$ cat src/rtl/spi_xfer_pkg.sv
package spi_xfer_pkg;
  localparam int unsigned SPI_DATA_W = 8;

  typedef struct packed {
    logic rise;
    logic fall;
  } sck_evt_t;
endpackage

$ cat src/rtl/spi_sck_gen.sv
module spi_sck_gen import spi_xfer_pkg::*; #(
  parameter int unsigned DATA_W   = SPI_DATA_W,
  parameter int unsigned SCK_HALF = 2
) (
  input  logic     clk_i,
  input  logic     rst_ni,
  input  logic     start_i,
  output logic     sck_o,
  output sck_evt_t evt_o,
  output logic     active_o
);
  localparam int unsigned PH_W  = $clog2(2 * SCK_HALF);
  localparam int unsigned CNT_W = $clog2(DATA_W);
  localparam logic [PH_W-1:0]  PH_RISE  = PH_W'(SCK_HALF - 1);
  localparam logic [PH_W-1:0]  PH_FALL  = PH_W'(2 * SCK_HALF - 1);
  localparam logic [CNT_W-1:0] BIT_LAST = CNT_W'(DATA_W - 1);

  logic [PH_W-1:0]  ph_q;
  logic [CNT_W-1:0] bit_q;
  logic             active_q, sck_q;

  assign evt_o.rise = active_q && (ph_q == PH_RISE);
  assign evt_o.fall = active_q && (ph_q == PH_FALL);
  assign sck_o      = sck_q;
  assign active_o   = active_q;

  always_ff @(posedge clk_i or negedge rst_ni) begin
    if (!rst_ni) begin
      active_q <= 1'b0;
      ph_q     <= '0;
      bit_q    <= '0;
      sck_q    <= 1'b0;
    end else if (start_i) begin
      active_q <= 1'b1;
      ph_q     <= '0;
      bit_q    <= '0;
      sck_q    <= 1'b0;
    end else if (active_q) begin
      ph_q <= (ph_q == PH_FALL) ? '0 : ph_q + 1'b1;
      if (evt_o.rise) sck_q <= 1'b1;
      if (evt_o.fall) begin
        sck_q <= 1'b0;
        bit_q <= bit_q + 1'b1;
        if (bit_q == BIT_LAST) active_q <= 1'b0;
      end
    end
  end
endmodule

$ cat src/rtl/spi_shifter.sv
module spi_shifter import spi_xfer_pkg::*; #(
  parameter int unsigned DATA_W = SPI_DATA_W
) (
  input  logic              clk_i,
  input  logic              rst_ni,
  input  logic              load_i,
  input  logic [DATA_W-1:0] load_data_i,
  input  sck_evt_t          evt_i,
  input  logic              sdi_i,
  output logic              sdo_o,
  output logic              last_o,
  output logic              busy_o,
  output logic [DATA_W-1:0] rx_next_o
);
  localparam int unsigned CNT_W = $clog2(DATA_W);
  localparam logic [CNT_W-1:0] CNT_LAST = CNT_W'(DATA_W - 1);

  logic [DATA_W-1:0] sh_q;
  logic              sdo_q;
  logic [CNT_W-1:0]  cnt_q;

  assign rx_next_o = {sh_q[DATA_W-2:0], sdi_i};
  assign last_o    = evt_i.rise && (cnt_q == CNT_LAST);
  assign busy_o    = (cnt_q != '0);
  assign sdo_o     = sdo_q;

  // data path deliberately not reset
  always_ff @(posedge clk_i) begin
    if (load_i) begin
      sh_q  <= load_data_i;
      sdo_q <= load_data_i[DATA_W-1];
    end else begin
      if (evt_i.rise) sh_q  <= rx_next_o;
      if (evt_i.fall) sdo_q <= sh_q[DATA_W-1];
    end
  end

  always_ff @(posedge clk_i or negedge rst_ni) begin
    if (!rst_ni)         cnt_q <= '0;
    else if (load_i)     cnt_q <= '0;
    else if (evt_i.rise) cnt_q <= last_o ? '0 : cnt_q + 1'b1;
  end
endmodule

$ cat src/rtl/spi_flags.sv
module spi_flags import spi_xfer_pkg::*; #(
  parameter int unsigned DATA_W = SPI_DATA_W
) (
  input  logic              clk_i,
  input  logic              rst_ni,
  input  logic              done_evt_i,
  input  logic [DATA_W-1:0] rx_i,
  input  logic              wcol_evt_i,
  input  logic              stat_rd_i,
  input  logic              data_acc_i,
  output logic [DATA_W-1:0] rx_buf_o,
  output logic              done_o,
  output logic              wcol_o
);
  logic armed_q, done_q, wcol_q, clr;
  logic [DATA_W-1:0] rx_buf_q;

  assign clr      = data_acc_i && armed_q;
  assign done_o   = done_q;
  assign wcol_o   = wcol_q;
  assign rx_buf_o = rx_buf_q;

  always_ff @(posedge clk_i or negedge rst_ni) begin
    if (!rst_ni) begin
      armed_q <= 1'b0;
      done_q  <= 1'b0;
      wcol_q  <= 1'b0;
    end else begin
      if (stat_rd_i)       armed_q <= 1'b1;
      else if (data_acc_i) armed_q <= 1'b0;
      done_q <= done_evt_i | (done_q & ~clr);
      wcol_q <= wcol_evt_i | (wcol_q & ~clr);
    end
  end

  always_ff @(posedge clk_i) begin
    if (done_evt_i) rx_buf_q <= rx_i;
  end
endmodule

$ cat src/rtl/spi_xfer_core.sv
module spi_xfer_core import spi_xfer_pkg::*; #(
  parameter int unsigned DATA_W   = SPI_DATA_W,
  parameter int unsigned SCK_HALF = 2
) (
  input  logic              clk_i,
  input  logic              rst_ni,
  input  logic              master_i,
  input  logic              lsb_first_i,
  input  logic              wr_i,
  input  logic              rd_i,
  input  logic              stat_rd_i,
  input  logic [DATA_W-1:0] wdata_i,
  output logic [DATA_W-1:0] rdata_o,
  output logic              done_o,
  output logic              wcol_o,
  input  logic              sck_i,
  output logic              sck_o,
  input  logic              mosi_i,
  output logic              mosi_o,
  input  logic              miso_i,
  output logic              miso_o
);
  function automatic logic [DATA_W-1:0] flip(input logic [DATA_W-1:0] v);
    logic [DATA_W-1:0] r;
    for (int i = 0; i < DATA_W; i++) r[i] = v[DATA_W-1-i];
    return r;
  endfunction

  logic order_q, sck_d_q;
  logic busy, gen_active, sh_busy, wr_ok, wcol_evt, start, done_evt, sdo, sdi, data_acc;
  sck_evt_t m_evt, s_evt, evt;
  logic [DATA_W-1:0] load_data, rx_next, rx_cap;

  assign busy      = master_i ? gen_active : sh_busy;
  assign wr_ok     = wr_i && !busy;
  assign wcol_evt  = wr_i && busy;
  assign start     = wr_ok && master_i;
  assign data_acc  = wr_i || rd_i;
  assign load_data = lsb_first_i ? flip(wdata_i) : wdata_i;
  assign rx_cap    = order_q ? flip(rx_next) : rx_next;

  // slave: sck_i assumed synchronous to clk_i
  assign s_evt.rise = !master_i && sck_i && !sck_d_q;
  assign s_evt.fall = !master_i && !sck_i && sck_d_q;
  assign evt        = master_i ? m_evt : s_evt;
  assign sdi        = master_i ? miso_i : mosi_i;
  assign mosi_o     = master_i && sdo;
  assign miso_o     = !master_i && sdo;

  always_ff @(posedge clk_i or negedge rst_ni) begin
    if (!rst_ni) begin
      order_q <= 1'b0;
      sck_d_q <= 1'b0;
    end else begin
      sck_d_q <= sck_i;
      if (wr_ok) order_q <= lsb_first_i;
    end
  end

  spi_sck_gen #(.DATA_W(DATA_W), .SCK_HALF(SCK_HALF)) u_gen (
    .clk_i(clk_i), .rst_ni(rst_ni), .start_i(start),
    .sck_o(sck_o), .evt_o(m_evt), .active_o(gen_active)
  );

  spi_shifter #(.DATA_W(DATA_W)) u_sh (
    .clk_i(clk_i), .rst_ni(rst_ni), .load_i(wr_ok), .load_data_i(load_data),
    .evt_i(evt), .sdi_i(sdi), .sdo_o(sdo), .last_o(done_evt),
    .busy_o(sh_busy), .rx_next_o(rx_next)
  );

  spi_flags #(.DATA_W(DATA_W)) u_flags (
    .clk_i(clk_i), .rst_ni(rst_ni), .done_evt_i(done_evt), .rx_i(rx_cap),
    .wcol_evt_i(wcol_evt), .stat_rd_i(stat_rd_i), .data_acc_i(data_acc),
    .rx_buf_o(rdata_o), .done_o(done_o), .wcol_o(wcol_o)
  );
endmodule

$ cat config.mk
export PLATFORM = sky130hd
export DESIGN_NAME = spi_xfer_core
export DESIGN_NICKNAME = d
export VERILOG_FILES = /design/src/rtl/spi_xfer_pkg.sv /design/src/rtl/spi_sck_gen.sv /design/src/rtl/spi_shifter.sv /design/src/rtl/spi_flags.sv /design/src/rtl/spi_xfer_core.sv
export SDC_FILE = /design/constraint.sdc
export NUM_CORES = 1
export LEC_CHECK = 0
export BUFFER_PORTS_ARGS = -buffer_cell sky130_fd_sc_hd__buf_2
export CAP_MARGIN = 25
export CORE_ASPECT_RATIO = 0.5
export CORE_MARGIN = 3
export CORE_UTILIZATION = 54
export CTS_CLUSTER_SIZE = 16
export DETAILED_ROUTE_END_ITERATION = 7
export PLACE_DENSITY = 0.77
export SYNTH_ARGS = -nofsm -noshare
export SYNTH_HDL_FRONTEND = slang
export SYNTH_SLANG_ARGS = --single-unit
$ cat constraint.sdc
create_clock -name clk_i -period 2.2 [get_ports clk_i]
set_clock_uncertainty 0.05 [all_clocks]
set_input_delay 0.11 -clock clk_i [delete_from_list [all_inputs] [get_ports clk_i]]
set_output_delay 0.11 -clock clk_i [all_outputs]
set_load 0.01 [all_outputs]
==> impl_table.tex, run 1 <==
\begin{tabular}{lr}
\hline
Metric & Value \\
\hline
\multicolumn{2}{l}{\textbf{Logic synthesis}} \\
\quad Flop and latch count out of synthesis & 32 \\
\quad Main flop type after synthesis & edfxtp\_1 \\
\quad Async S/R FF share, synth & 46.9\% \\
\quad Synthesized netlist net count & 152 \\
\quad Cell area after technology mapping & 1630 sq um \\
\quad Most common library cells after synthesis & 18 x mux2\_2, 17 x edfxtp\_1, 15 x dfrtp\_1 \\
\quad Top cell type's share of synthesized area & 31.2\% \\
\quad Sequential-to-total area share from yosys stat & 54.2\% \\
\quad Yosys warning count & 0 \\
\quad Post-synth EDFFs & 17 \\
\quad Most frequently used cell type in the post-synthesis netlist & mux2\_2 \\
\quad Cell types with the largest area share after synthesis & edfxtp\_1 31\%, dfrtp\_1 23\%, mux2\_2 12\% \\
\quad Cell variety after synth & 28 \\
\quad Average size of a mapped cell & 12.9 sq um \\
\quad Post-Syn Instances & 127 \\
\quad Cell accounting for the most synthesized area & edfxtp\_1 \\
\multicolumn{2}{l}{\textbf{Worst setup path}} \\
\quad Worst R2R Setup Slack & 0.29 ns \\
\quad Launching point of the worst reg2reg path & u\_sh.cnt\_q[0] \\
\quad Number of cells on the worst reg-to-reg path & 5 \\
\quad Start point of the critical path & u\_sh.cnt\_q[0] \\
\quad Worst-path fanout max & 15 \\
\quad Cell-by-cell listing of the critical path & inv\_1 -> ha\_1 -> nor3b\_1 -> o21a\_4 -> mux2\_2 \\
\quad Worst setup path category & reg2reg \\
\quad Startpoint kind of the worst setup timing path & flop \\
\quad Capture instance of the worst register-to-register path & u\_sh.sh\_q[7] \\
\quad Endpoint kind of the worst setup timing path & flop \\
\quad Required @ worst endpoint & 2.18 ns \\
\quad Largest delay contributor family on the critical path & flip-flops \\
\quad Stage delay of the slowest cell on the critical path & 0.42 ns \\
\quad Buffers \& Inverters on Critical Path & 1 \\
\quad Library cell contributing the largest single delay on the critical path & dfrtp\_1 \\
\quad Worst endpoint data arrival time & 1.89 ns \\
\multicolumn{2}{l}{\textbf{Timing}} \\
\quad Slew of the pin with the lowest slew margin & approximately 0.48 ns \\
\quad Achievable Freq & approximately 520 MHz \\
\quad Shortest period the worst path allows & 1.91 ns \\
\quad Relative slew margins & between 60\% and 70\% \\
\quad Total setup violations reported at the end of the flow & 0 \\
\quad Final Max Slew Viols & 0 \\
\quad Smallest hold slack & 0.104 ns \\
\quad Final clock period utilization by the worst path & 86.6\% \\
\quad Number of endpoints with negative hold slack in the final report & 0 \\
\quad Crit path setup slack, layout & 0.295 ns \\
\quad Setup repair after global routing missed its margin & false \\
\quad Final setup TNS & 0 ns \\
\multicolumn{2}{l}{\textbf{Worst hold path}} \\
\quad Number of stages on the worst hold path & 3 \\
\quad Class of the most critical hold timing path & in2reg \\
\quad Min-Delay Startpoint & rd\_i \\
\quad Capture endpoint of the worst hold path & u\_flags.armed\_q \\
\multicolumn{2}{l}{\textbf{Route}} \\
\quad Drt initial violations & 36 \\
\quad Drc violations & 0 \\
\quad Average wire length per cell after detail routing & 15.1 um \\
\quad Vias after detailed routing & approximately 1100 \\
\quad Vias per std cell & 5.40 \\
\quad TritonRoute pass-1 iters & 4 \\
\quad Wirelength, routed & 3.03 mm \\
\quad Post-DRT Antenna Nets & 0 \\
\multicolumn{2}{l}{\textbf{Final layout}} \\
\quad Fill cell count & 195 \\
\quad Total non-filler cell area in the finished layout & 1920 sq um \\
\quad Number of nets in the final layout & 188 \\
\quad Proportion of layout cells with a drive suffix above 1 & approximately two fifths \\
\quad Count of placed standard cells in the final layout, fillers left out & 201 \\
\quad Final Core Density & 70.1\% \\
\quad Antenna diode instance count & 0 \\
\quad Layout area overhead & 17.2\% \\
\multicolumn{2}{l}{\textbf{Clock network}} \\
\quad CTS Buffer Depth & 2 \\
\quad TritonCTS clock tree & done \\
\quad Post-cts gate resize count & 0 \\
\quad Sinks on Clock Net & 32 \\
\quad Skew-Pair Late Insertion Delay & 0.28 ns \\
\quad Number of levels in the clock H-tree & 2 \\
\quad CTS clock-pin slew for the worst setup and hold paths & roughly 0.07 ns \\
\quad Number of clock buffers inserted by TritonCTS & 5 \\
\quad Clock root buffer & clkbuf\_8 \\
\multicolumn{2}{l}{\textbf{Global route}} \\
\quad Leftover overflow at the end of global routing & 0 \\
\quad Largest net degree at the start of global routing & 16 \\
\quad Total global routing track utilization & 17.8\% \\
\quad Global-route wire length before repair & 5.11 mm \\
\quad Number of global-route vias before repair & 1118 \\
\quad Number of antenna violations at the first check in global routing & 0 \\
\multicolumn{2}{l}{\textbf{Die}} \\
\quad Placeable Area & 2730 sq um \\
\quad Standard-cell rows & 13 \\
\quad IO Count & 31 \\
\quad DIE HEIGHT & 44.9 um \\
\quad Die outline area & 3760 sq um \\
\quad Width of the die & 83.8 um \\
\quad Starting Density & 59.8\% \\
\multicolumn{2}{l}{\textbf{Power and ir drop}} \\
\quad Static Leak & 0.839 nW \\
\quad Maximum ir drop on the vdd rail & approximately 0.65 mV \\
\quad Total power divided by cell area & roughly 1200 nW/um\^{}2 \\
\quad Overall power after layout & 2.21 mW \\
\multicolumn{2}{l}{\textbf{Place}} \\
\quad Weighted congestion at the end of routability-driven global placement & 0.801 \\
\quad DPL Wire Length & 2.22 mm \\
\quad Worst setup slack after placement & 0.326 ns \\
\quad Count of buffers from port buffering & 30 \\
\quad DP Cell Count & 190 \\
\quad Cell Area, Placed & 1800 sq um \\
\multicolumn{2}{l}{\textbf{Flow run}} \\
\quad Count of max-cap constraint violations & 0 \\
\multicolumn{2}{l}{\textbf{Run status}} \\
\quad Status & finished, final reports clean \\
\hline
\end{tabular}
power by group:
part	internal (mW)	total (mW)	leakage, nW	switching, mW
registers	0.880	1.05	0.338	0.165
clock network	0.214	0.426	0.0453	0.211
logic	0.398	0.734	0.456	0.337
total	1.49	2.21	0.839	0.713
logic make-up (layout without fill, tap and decap cells):
family	count (synthesis)	after routing	share of synthesized area [%]
adders and majority gates	7	7	5.36
AOI/OAI and AO/OA	21	21	8.19
buffers and inverters	9	46	2.83
muxes	28	28	19.8
DFF	32	32	54.2
and+or+nand+nor	30	30	9.65
state kept, by name, indices dropped and copies added, names as in the netlist:
register and flops:
sck_d_q 1, order_q 1, u_sh.cnt_q 3, u_flags.rx_buf_o 8
u_gen.active_o 1, u_flags.wcol_o 1, u_sh.sdo_o 1, u_gen.ph_q 2
u_flags.armed_q 1, u_sh.sh_q 8, u_gen.sck_o 1, u_gen.bit_q 3
u_flags.done_o 1
worst max-delay path by stage:
stage | to | slack [ns] | cells past startpoint
6_report | u_sh.sh_q[7] | 0.29 | 5
4_1_cts | u_sh.sh_q[7] | 0.30 | 5
3_3_place_gp | u_sh.sh_q[1] | 0.40 | 5
3_5_place_dp | u_sh.sh_q[2] | 0.33 | 5
5_1_grt | u_flags.rx_buf_o[7] | 0.23 | 5
2_1_floorplan | u_sh.sh_q[3] | 0.44 | 6
what timing repair did:
| item | in CTS | in global routing |
|---|---|---|
| endpoints found under the hold margin | 17 | 0 |
| hold buffers | 3 | 0 |
| buffers inserted | 0 | 0 |
placed cells by master, fill, tap and decap left out, drive strengths merged, types with 6 or more instances in the layout:
master and n:
buf 30, mux2 22, edfxtp 17, dfrtp 15
o21ai 9, nand2 7, ha 7, mux2i 6
nor2 6, a21oi 6
final cells by class:
class / instances / area, sq um / area share, %
Clock buffer: 5 / 68.8 / 3.59
Tap cell: 37 / 46.3 / 2.42
Timing Repair Buffer: 33 / 180 / 9.41
Clock inverter: 3 / 13.8 / 0.718
Sequential cell: 32 / 886 / 46.2
Inverter: 5 / 18.8 / 0.980
Multi-Input combinational cell: 86 / 702 / 36.6
per-layer routing:
metal | track usage, % | up-vias | share of wire, %
li1 | - | 534 | -
met1 | 20.9 | 528 | 46
met2 | 33.3 | 21 | 50
met3 | 6.01 | 2 | 4.2
met4 | 2.88 | 0 | 0.46
met5 | 0 | - | 0
worst min-delay path: stages:
cell and delay (ns):
buf_2 0.08, nor2_1 0.04, a21o_1 0.16
Note: power is estimated with default switching activity, not from simulation.
==> run 2: changes to the inputs <==
--- a/config.mk
+++ b/config.mk
@@ -12,6 +12,7 @@
 export CORE_UTILIZATION = 54
 export CTS_CLUSTER_SIZE = 16
 export DETAILED_ROUTE_END_ITERATION = 7
+export GPL_TIMING_DRIVEN = 0
 export PLACE_DENSITY = 0.77
 export SYNTH_ARGS = -nofsm -noshare
 export SYNTH_HDL_FRONTEND = slang
==> run 2 against run 1 <==
  * Cell count rose by 1.5%
  * Sequential power hardly changed
  * Wire length decreased by 8.4%
  * Die area is the same
  * Global-route usage is 1.3 points lower
  * Largest cell class unchanged
==> impl_table.tex, run 2 (same netlist as run 1, synthesis figures left out) <==
\begin{tabular}{lr}
\hline
Metric & Value \\
\hline
\multicolumn{2}{l}{\textbf{Worst setup path}} \\
\quad Number of cells on the worst reg-to-reg path & 6 (+1) \\
\quad Buffers \& Inverters on Critical Path & 2 (+1) \\
\quad Worst endpoint data arrival time & 1.87 ns (-0.02 ns) \\
\quad Endpoint kind of the worst setup timing path & flop \\
\quad Stage delay of the slowest cell on the critical path & 0.42 ns (about the same) \\
\quad Library cell contributing the largest single delay on the critical path & dfrtp\_1 \\
\quad Worst R2R Setup Slack & 0.31 ns (about the same) \\
\quad Worst-path fanout max & 10 (-5) \\
\quad Required @ worst endpoint & 2.18 ns (about the same) \\
\quad Cell-by-cell listing of the critical path & inv\_1 -> ha\_1 -> nor3b\_1 -> o21a\_4 -> buf\_8 -> mux2\_4 \\
\quad Startpoint kind of the worst setup timing path & flop \\
\quad Worst setup path category & reg2reg \\
\quad Capture instance of the worst register-to-register path & u\_sh.sh\_q[4] \\
\quad Launching point of the worst reg2reg path & u\_sh.cnt\_q[0] \\
\quad Largest delay contributor family on the critical path & flip-flops \\
\multicolumn{2}{l}{\textbf{Die}} \\
\quad DIE HEIGHT & 44.9 um (unchanged) \\
\quad Standard-cell rows & 13 (unchanged) \\
\quad IO Count & 31 (unchanged) \\
\quad Width of the die & 83.8 um (unchanged) \\
\quad Starting Density & 59.8\% (unchanged) \\
\quad Die outline area & 3760 sq um (unchanged) \\
\quad Placeable Area & 2730 sq um (unchanged) \\
\multicolumn{2}{l}{\textbf{Clock network}} \\
\quad Number of clock buffers inserted by TritonCTS & 5 (unchanged) \\
\quad Post-cts gate resize count & 0 (unchanged) \\
\quad Skew-Pair Late Insertion Delay & 0.27 ns (about the same) \\
\quad Clock root buffer & clkbuf\_8 \\
\quad Sinks on Clock Net & 32 (unchanged) \\
\quad Number of levels in the clock H-tree & 2 (unchanged) \\
\quad CTS Buffer Depth & 2 (unchanged) \\
\quad TritonCTS clock tree & done \\
\quad CTS clock-pin slew for the worst setup and hold paths & 0.07 ns (about the same) \\
\multicolumn{2}{l}{\textbf{Route}} \\
\quad Vias per std cell & 5.34 (-1.1\%) \\
\quad TritonRoute pass-1 iters & 4 (unchanged) \\
\quad Drt initial violations & 44 (+22\%) \\
\quad Wirelength, routed & 2.78 mm (-8.4\%) \\
\quad Drc violations & 0 (unchanged) \\
\quad Post-DRT Antenna Nets & 0 (unchanged) \\
\quad Vias after detailed routing & 1089 (+0.37\%) \\
\quad Average wire length per cell after detail routing & 13.6 um (-9.7\%) \\
\multicolumn{2}{l}{\textbf{Final layout}} \\
\quad Antenna diode instance count & 0 (unchanged) \\
\quad Most common cell after layout, fill and taps aside & buf\_2 \\
\quad Number of nets in the final layout & 191 (+1.6\%) \\
\quad Fill cell count & 195 (unchanged) \\
\quad Total non-filler cell area in the finished layout & 1950 sq um (+1.7\%) \\
\quad Proportion of layout cells with a drive suffix above 1 & 38.9\% (+0.51 points) \\
\quad Layout area overhead & 19.2\% \\
\quad Final Core Density & 71.3\% (+1.2 points) \\
\quad Most used cells in the layout excluding fill and tap cells & 30 x buf\_2, 18 x mux2\_2, 17 x edfxtp\_1 \\
\multicolumn{2}{l}{\textbf{Timing}} \\
\quad Crit path setup slack, layout & 0.307 ns (+0.0124 ns) \\
\quad Shortest period the worst path allows & 1.89 ns (-0.0124 ns) \\
\quad Relative slew margins & 65.5\% (-2.8 points) \\
\quad Final Max Slew Viols & 0 (unchanged) \\
\quad Setup repair after global routing missed its margin & false \\
\quad Number of endpoints with negative hold slack in the final report & 0 (unchanged) \\
\quad Final setup TNS & 0 ns (unchanged) \\
\quad Total setup violations reported at the end of the flow & 0 (unchanged) \\
\quad Achievable Freq & 528 MHz (+0.66\%) \\
\quad Final clock period utilization by the worst path & 86.0\% (-0.56 points) \\
\quad Slew of the pin with the lowest slew margin & 0.518 ns (+0.0418 ns) \\
\multicolumn{2}{l}{\textbf{Global route}} \\
\quad Global-route wire length before repair & 4.69 mm (-8.2\%) \\
\quad Largest net degree at the start of global routing & 16 (unchanged) \\
\quad Total global routing track utilization & 16.5\% (-1.3 points) \\
\quad Leftover overflow at the end of global routing & 0 (unchanged) \\
\quad Number of global-route vias before repair & 996 (-11\%) \\
\quad Number of antenna violations at the first check in global routing & 0 (unchanged) \\
\multicolumn{2}{l}{\textbf{Power and ir drop}} \\
\quad Static Leak & 0.854 nW (+1.8\%) \\
\quad Maximum ir drop on the vdd rail & 0.774 mV (+19\%) \\
\quad Total power divided by cell area & 1150 nW/um\^{}2 (-0.10\%) \\
\multicolumn{2}{l}{\textbf{Flow run}} \\
\quad Count of max-cap constraint violations & 0 (unchanged) \\
\multicolumn{2}{l}{\textbf{Worst hold path}} \\
\quad Class of the most critical hold timing path & in2reg \\
\quad Capture endpoint of the worst hold path & u\_flags.armed\_q \\
\quad Number of stages on the worst hold path & 3 (unchanged) \\
\quad Min-Delay Startpoint & rd\_i \\
\multicolumn{2}{l}{\textbf{Place}} \\
\quad DPL Wire Length & 2.12 mm (-4.8\%) \\
\quad Worst setup slack after placement & 0.306 ns (-0.0201 ns) \\
\quad Cell Area, Placed & 1830 sq um (+1.2\%) \\
\quad Weighted congestion at the end of routability-driven global placement & 0.875 (+9.2\%) \\
\quad Count of buffers from port buffering & 29 (-3.3\%) \\
\multicolumn{2}{l}{\textbf{Run status}} \\
\quad Status & finished, final reports clean \\
\hline
\end{tabular}
==> run 2: final cells by class <==
class | instances | area (sq um) | area share (%)
tap | 37 | 46.3 | 2.38
sequential | 32 | 886 | 45.5
buffer | 4 | 27.5 | 1.41
timing repair buffer | 32 | 175 | 8.99
multi-input combinational | 86 | 702 | 36.0
inverter | 5 | 18.8 | 0.963
clock inverter | 2 | 10.0 | 0.514
clock buffer | 6 | 82.6 | 4.24
==> run 2: repair_timing <==
| item | in CTS | in global routing |
|---|---|---|
| setup buffers | 0 | 0 |
| endpoints found under the setup margin | 0 | 0 |
| hold endpoints to repair | 17 | 0 |
| hold buffers | 3 | 0 |
==> run 2: how the worst max path moves through the flow <==
stage | startpoint | to | slack [ns] | cells after the start
2_1_floorplan | u_sh.cnt_q[0] | u_sh.sh_q[3] | 0.44 | 6
3_3_place_gp | u_sh.cnt_q[0] | u_sh.sh_q[5] | 0.31 | 6
3_5_place_dp | u_sh.cnt_q[0] | u_sh.sh_q[5] | 0.31 | 6
4_1_cts | u_sh.cnt_q[0] | u_sh.sh_q[3] | 0.30 | 6
5_1_grt | u_sh.cnt_q[0] | u_sh.sh_q[3] | 0.23 | 6
6_report | u_sh.cnt_q[0] | u_sh.sh_q[4] | 0.31 | 6
==> run 2: worst register-to-register path: cells and delay by family (launching register included) <==
kind	cells	cell delay, ns
muxes	1	0.30
DFF	1	0.42
adders and majority gates	1	0.14
AOI/OAI and AO/OA	1	0.23
and+or+nand+nor	1	0.28
buffers and inverters	2	0.23
==> run 2: routing by layer <==
layer  track usage [%]  part of all wire (%)
met1              21.3                    47
met2              26.5                    48
met3              6.56                   5.5
met4              4.81                     0
met5                 0                     0
==> run 2: where the power goes <==
part           total, mW  internal [mW]  switching, mW
clock network      0.458          0.249          0.209
logic              0.766          0.414          0.352
registers           1.02          0.881          0.135
==> run 2: through the flow <==
stage | cells | hold WS, ns | power [mW]
after floorplan | 127 | -0.236 | 1.59
after global placement | 193 | -0.0165 | 1.75
after detailed placement | 193 | -0.0114 | 1.80
after CTS | 204 | 0.101 | 2.26
after global routing | 204 | 0.113 | 2.41
final | 204 | 0.104 | 2.24
==> run 3: changes to the inputs <==
--- a/config.mk
+++ b/config.mk
@@ -7,13 +7,15 @@
 export LEC_CHECK = 0
 export BUFFER_PORTS_ARGS = -buffer_cell sky130_fd_sc_hd__buf_2
 export CAP_MARGIN = 25
+export CELL_PAD_IN_SITES_DETAIL_PLACEMENT = 2
+export CELL_PAD_IN_SITES_GLOBAL_PLACEMENT = 2
 export CORE_ASPECT_RATIO = 0.5
 export CORE_MARGIN = 3
-export CORE_UTILIZATION = 54
+export CORE_UTILIZATION = 36
 export CTS_CLUSTER_SIZE = 16
 export DETAILED_ROUTE_END_ITERATION = 7
 export GPL_TIMING_DRIVEN = 0
-export PLACE_DENSITY = 0.77
+export PLACE_DENSITY = 0.76
 export SYNTH_ARGS = -nofsm -noshare
 export SYNTH_HDL_FRONTEND = slang
 export SYNTH_SLANG_ARGS = --single-unit
==> run 3 against run 2 <==
  * Non-clock buffer count unchanged
  * Sequential share of layout area down 0.20 points
  * Core utilization down 24 points
  * Critical endpoint is now u_sh.sh_q[3]
==> impl_table.tex, run 3 (same netlist as run 1, synthesis figures left out) <==
\begin{tabular}{lr}
\hline
Metric & Value \\
\hline
\multicolumn{2}{l}{\textbf{Worst setup path}} \\
\quad Endpoint kind of the worst setup timing path & flop \\
\quad Library cell contributing the largest single delay on the critical path & dfrtp\_1 \\
\quad Launching point of the worst reg2reg path & u\_sh.cnt\_q[0] \\
\quad Stage delay of the slowest cell on the critical path & 0.43 ns (about the same) \\
\quad Buffers \& Inverters on Critical Path & 2 (unchanged) \\
\quad Worst R2R Setup Slack & 0.25 ns (-0.06 ns) \\
\quad Required @ worst endpoint & 2.18 ns (about the same) \\
\quad Worst endpoint data arrival time & 1.94 ns (+0.07 ns) \\
\quad Cell-by-cell listing of the critical path & inv\_1 -> ha\_1 -> nor3b\_1 -> o21a\_4 -> buf\_8 -> mux2\_4 \\
\quad Startpoint kind of the worst setup timing path & flop \\
\quad Capture instance of the worst register-to-register path & u\_sh.sh\_q[3] \\
\quad Number of cells on the worst reg-to-reg path & 6 (unchanged) \\
\quad Largest delay contributor family on the critical path & flip-flops \\
\quad Worst setup path category & reg2reg \\
\quad Worst-path fanout max & 10 (unchanged) \\
\multicolumn{2}{l}{\textbf{Place}} \\
\quad Weighted congestion at the end of routability-driven global placement & 0.731 (-16\%) \\
\quad DPL Wire Length & 3.01 mm (+42\%) \\
\quad Cell Area, Placed & 1850 sq um (+1.2\%) \\
\quad Count of buffers from port buffering & 29 (unchanged) \\
\multicolumn{2}{l}{\textbf{Clock network}} \\
\quad Number of clock buffers inserted by TritonCTS & 5 (unchanged) \\
\quad Post-cts gate resize count & 0 (unchanged) \\
\quad Clock root buffer & clkbuf\_8 \\
\quad CTS clock-pin slew for the worst setup and hold paths & 0.07 ns (about the same) \\
\quad Sinks on Clock Net & 32 (unchanged) \\
\quad TritonCTS clock tree & done \\
\quad CTS Buffer Depth & 2 (unchanged) \\
\quad Number of levels in the clock H-tree & 2 (unchanged) \\
\quad Skew-Pair Late Insertion Delay & 0.28 ns (about the same) \\
\multicolumn{2}{l}{\textbf{Die}} \\
\quad Width of the die & 101 um (+21\%) \\
\quad IO Count & 31 (unchanged) \\
\quad Die outline area & 5430 sq um (+44\%) \\
\quad Standard-cell rows & 16 (+3) \\
\quad DIE HEIGHT & 53.6 um (+19\%) \\
\quad Placeable Area & 4120 sq um (+51\%) \\
\quad Starting Density & 39.6\% (-20 points) \\
\multicolumn{2}{l}{\textbf{Final layout}} \\
\quad Proportion of layout cells with a drive suffix above 1 & 37.1\% (-1.8 points) \\
\quad Total non-filler cell area in the finished layout & 1960 sq um (+0.45\%) \\
\quad Most common cell after layout, fill and taps aside & buf\_2 \\
\quad Antenna diode instance count & 0 (unchanged) \\
\quad Number of nets in the final layout & 191 (unchanged) \\
\quad Fill cell count & 442 (+130\%) \\
\quad Most used cells in the layout excluding fill and tap cells & 30 x buf\_2, 18 x mux2\_2, 17 x edfxtp\_1 \\
\quad Layout area overhead & 19.8\% \\
\multicolumn{2}{l}{\textbf{Route}} \\
\quad Vias after detailed routing & 1110 (+1.9\%) \\
\quad TritonRoute pass-1 iters & 4 (unchanged) \\
\quad Average wire length per cell after detail routing & 17.7 um (+30\%) \\
\quad Drc violations & 0 (unchanged) \\
\quad Vias per std cell & 5.02 (-5.9\%) \\
\quad Post-DRT Antenna Nets & 0 (unchanged) \\
\quad Drt initial violations & 16 (-64\%) \\
\quad Wirelength, routed & 3.91 mm (+41\%) \\
\multicolumn{2}{l}{\textbf{Timing}} \\
\quad Total setup violations reported at the end of the flow & 0 (unchanged) \\
\quad Final clock period utilization by the worst path & 88.9\% (+2.8 points) \\
\quad Number of endpoints with negative hold slack in the final report & 0 (unchanged) \\
\quad Final Max Slew Viols & 0 (unchanged) \\
\quad Shortest period the worst path allows & 1.95 ns (+0.0618 ns) \\
\quad Smallest hold slack & 0.105 ns (+0.000251 ns) \\
\quad Achievable Freq & 512 MHz (-3.2\%) \\
\quad Relative slew margins & 66.6\% (+1.1 points) \\
\quad Final setup TNS & 0 ns (unchanged) \\
\quad Setup repair after global routing missed its margin & false \\
\quad Slew of the pin with the lowest slew margin & 0.501 ns (-0.0172 ns) \\
\multicolumn{2}{l}{\textbf{Worst hold path}} \\
\quad Min-Delay Startpoint & rd\_i \\
\quad Class of the most critical hold timing path & in2reg \\
\quad Capture endpoint of the worst hold path & u\_flags.armed\_q \\
\quad Number of stages on the worst hold path & 3 (unchanged) \\
\multicolumn{2}{l}{\textbf{Run status}} \\
\quad Status & finished, final reports clean \\
\multicolumn{2}{l}{\textbf{Power and ir drop}} \\
\quad Maximum ir drop on the vdd rail & 0.357 mV (-54\%) \\
\quad Total power divided by cell area & 1160 nW/um\^{}2 (+0.63\%) \\
\quad Static Leak & 0.843 nW (-1.3\%) \\
\quad Overall power after layout & 2.26 mW (+1.1\%) \\
\multicolumn{2}{l}{\textbf{Flow run}} \\
\quad Count of max-cap constraint violations & 0 (unchanged) \\
\multicolumn{2}{l}{\textbf{Global route}} \\
\quad Leftover overflow at the end of global routing & 0 (unchanged) \\
\quad Number of antenna violations at the first check in global routing & 0 (unchanged) \\
\quad Total global routing track utilization & 16.4\% (-0.15 points) \\
\quad Global-route wire length before repair & 6.47 mm (+38\%) \\
\quad Largest net degree at the start of global routing & 16 (unchanged) \\
\quad Number of global-route vias before repair & 1274 (+28\%) \\
\hline
\end{tabular}
-- run 3: cell counts in the layout (fill, tap and decap cells not counted) --
Identical to the previous run, type by type.
-- run 3: worst max path at each step --
stage | start | to | cells after the start
after floorplan | u_sh.cnt_q[0] | u_sh.sh_q[3] | 6
after global placement | u_sh.cnt_q[0] | u_sh.sh_q[6] | 6
after detailed placement | u_sh.cnt_q[0] | u_sh.sh_q[6] | 6
after CTS | u_sh.cnt_q[0] | u_sh.sh_q[3] | 6
after global routing | u_sh.cnt_q[0] | u_sh.sh_q[5] | 6
final | u_sh.cnt_q[0] | u_sh.sh_q[3] | 6
-- run 3: area by class of cell --
type	instances	area (sq um)	area share [%]
buffer	4	27.5	1.41
clock buffer	6	72.6	3.71
clock inverter	2	7.51	0.384
inverter	5	18.8	0.959
multi-input combinational	86	702	35.9
sequential	32	886	45.3
tap	54	67.6	3.45
timing repair buffer	32	175	8.95
-- run 3: timing repair --
item / 4_1_cts / 5_1_grt
endpoints found under the hold margin: 17 / 0
setup buffers: 0 / 0
hold buffers: 3 / 0
endpoints found under the setup margin: 0 / 0
-- run 3: through the flow --
stage,setup slack [ns],util (%),cells
global route,0.127,47.5,221
CTS,0.242,47.5,221
global placement,0.293,44.8,210
finish,0.245,47.5,221
floorplan,0.440,-,127
detailed placement,0.256,44.8,210
-- run 3: metal layers --
layer / share of wire [%] / wire length, um / GRT usage, %
met2: 52 / 2020 / 29.9
met3: 3.2 / 125 / 5.17
met4: 0 / 0 / 4.64
met5: 0 / 0 / 0
met1: 45 / 1770 / 19.0
-- run 3: worst register-to-register path, stage by stage, from the launching register on --
cell and delay [ns]:
dfrtp_1 0.43, inv_1 0.08, ha_1 0.13, nor3b_1 0.30
o21a_4 0.24, buf_8 0.17, mux2_4 0.31
-- run 3: where the power goes --
part	leakage, nW	internal, mW	switching, mW	total, mW
registers	0.338	0.881	0.143	1.02
clock network	0.0403	0.216	0.214	0.429
logic	0.465	0.419	0.393	0.812
total	0.843	1.52	0.750	2.26
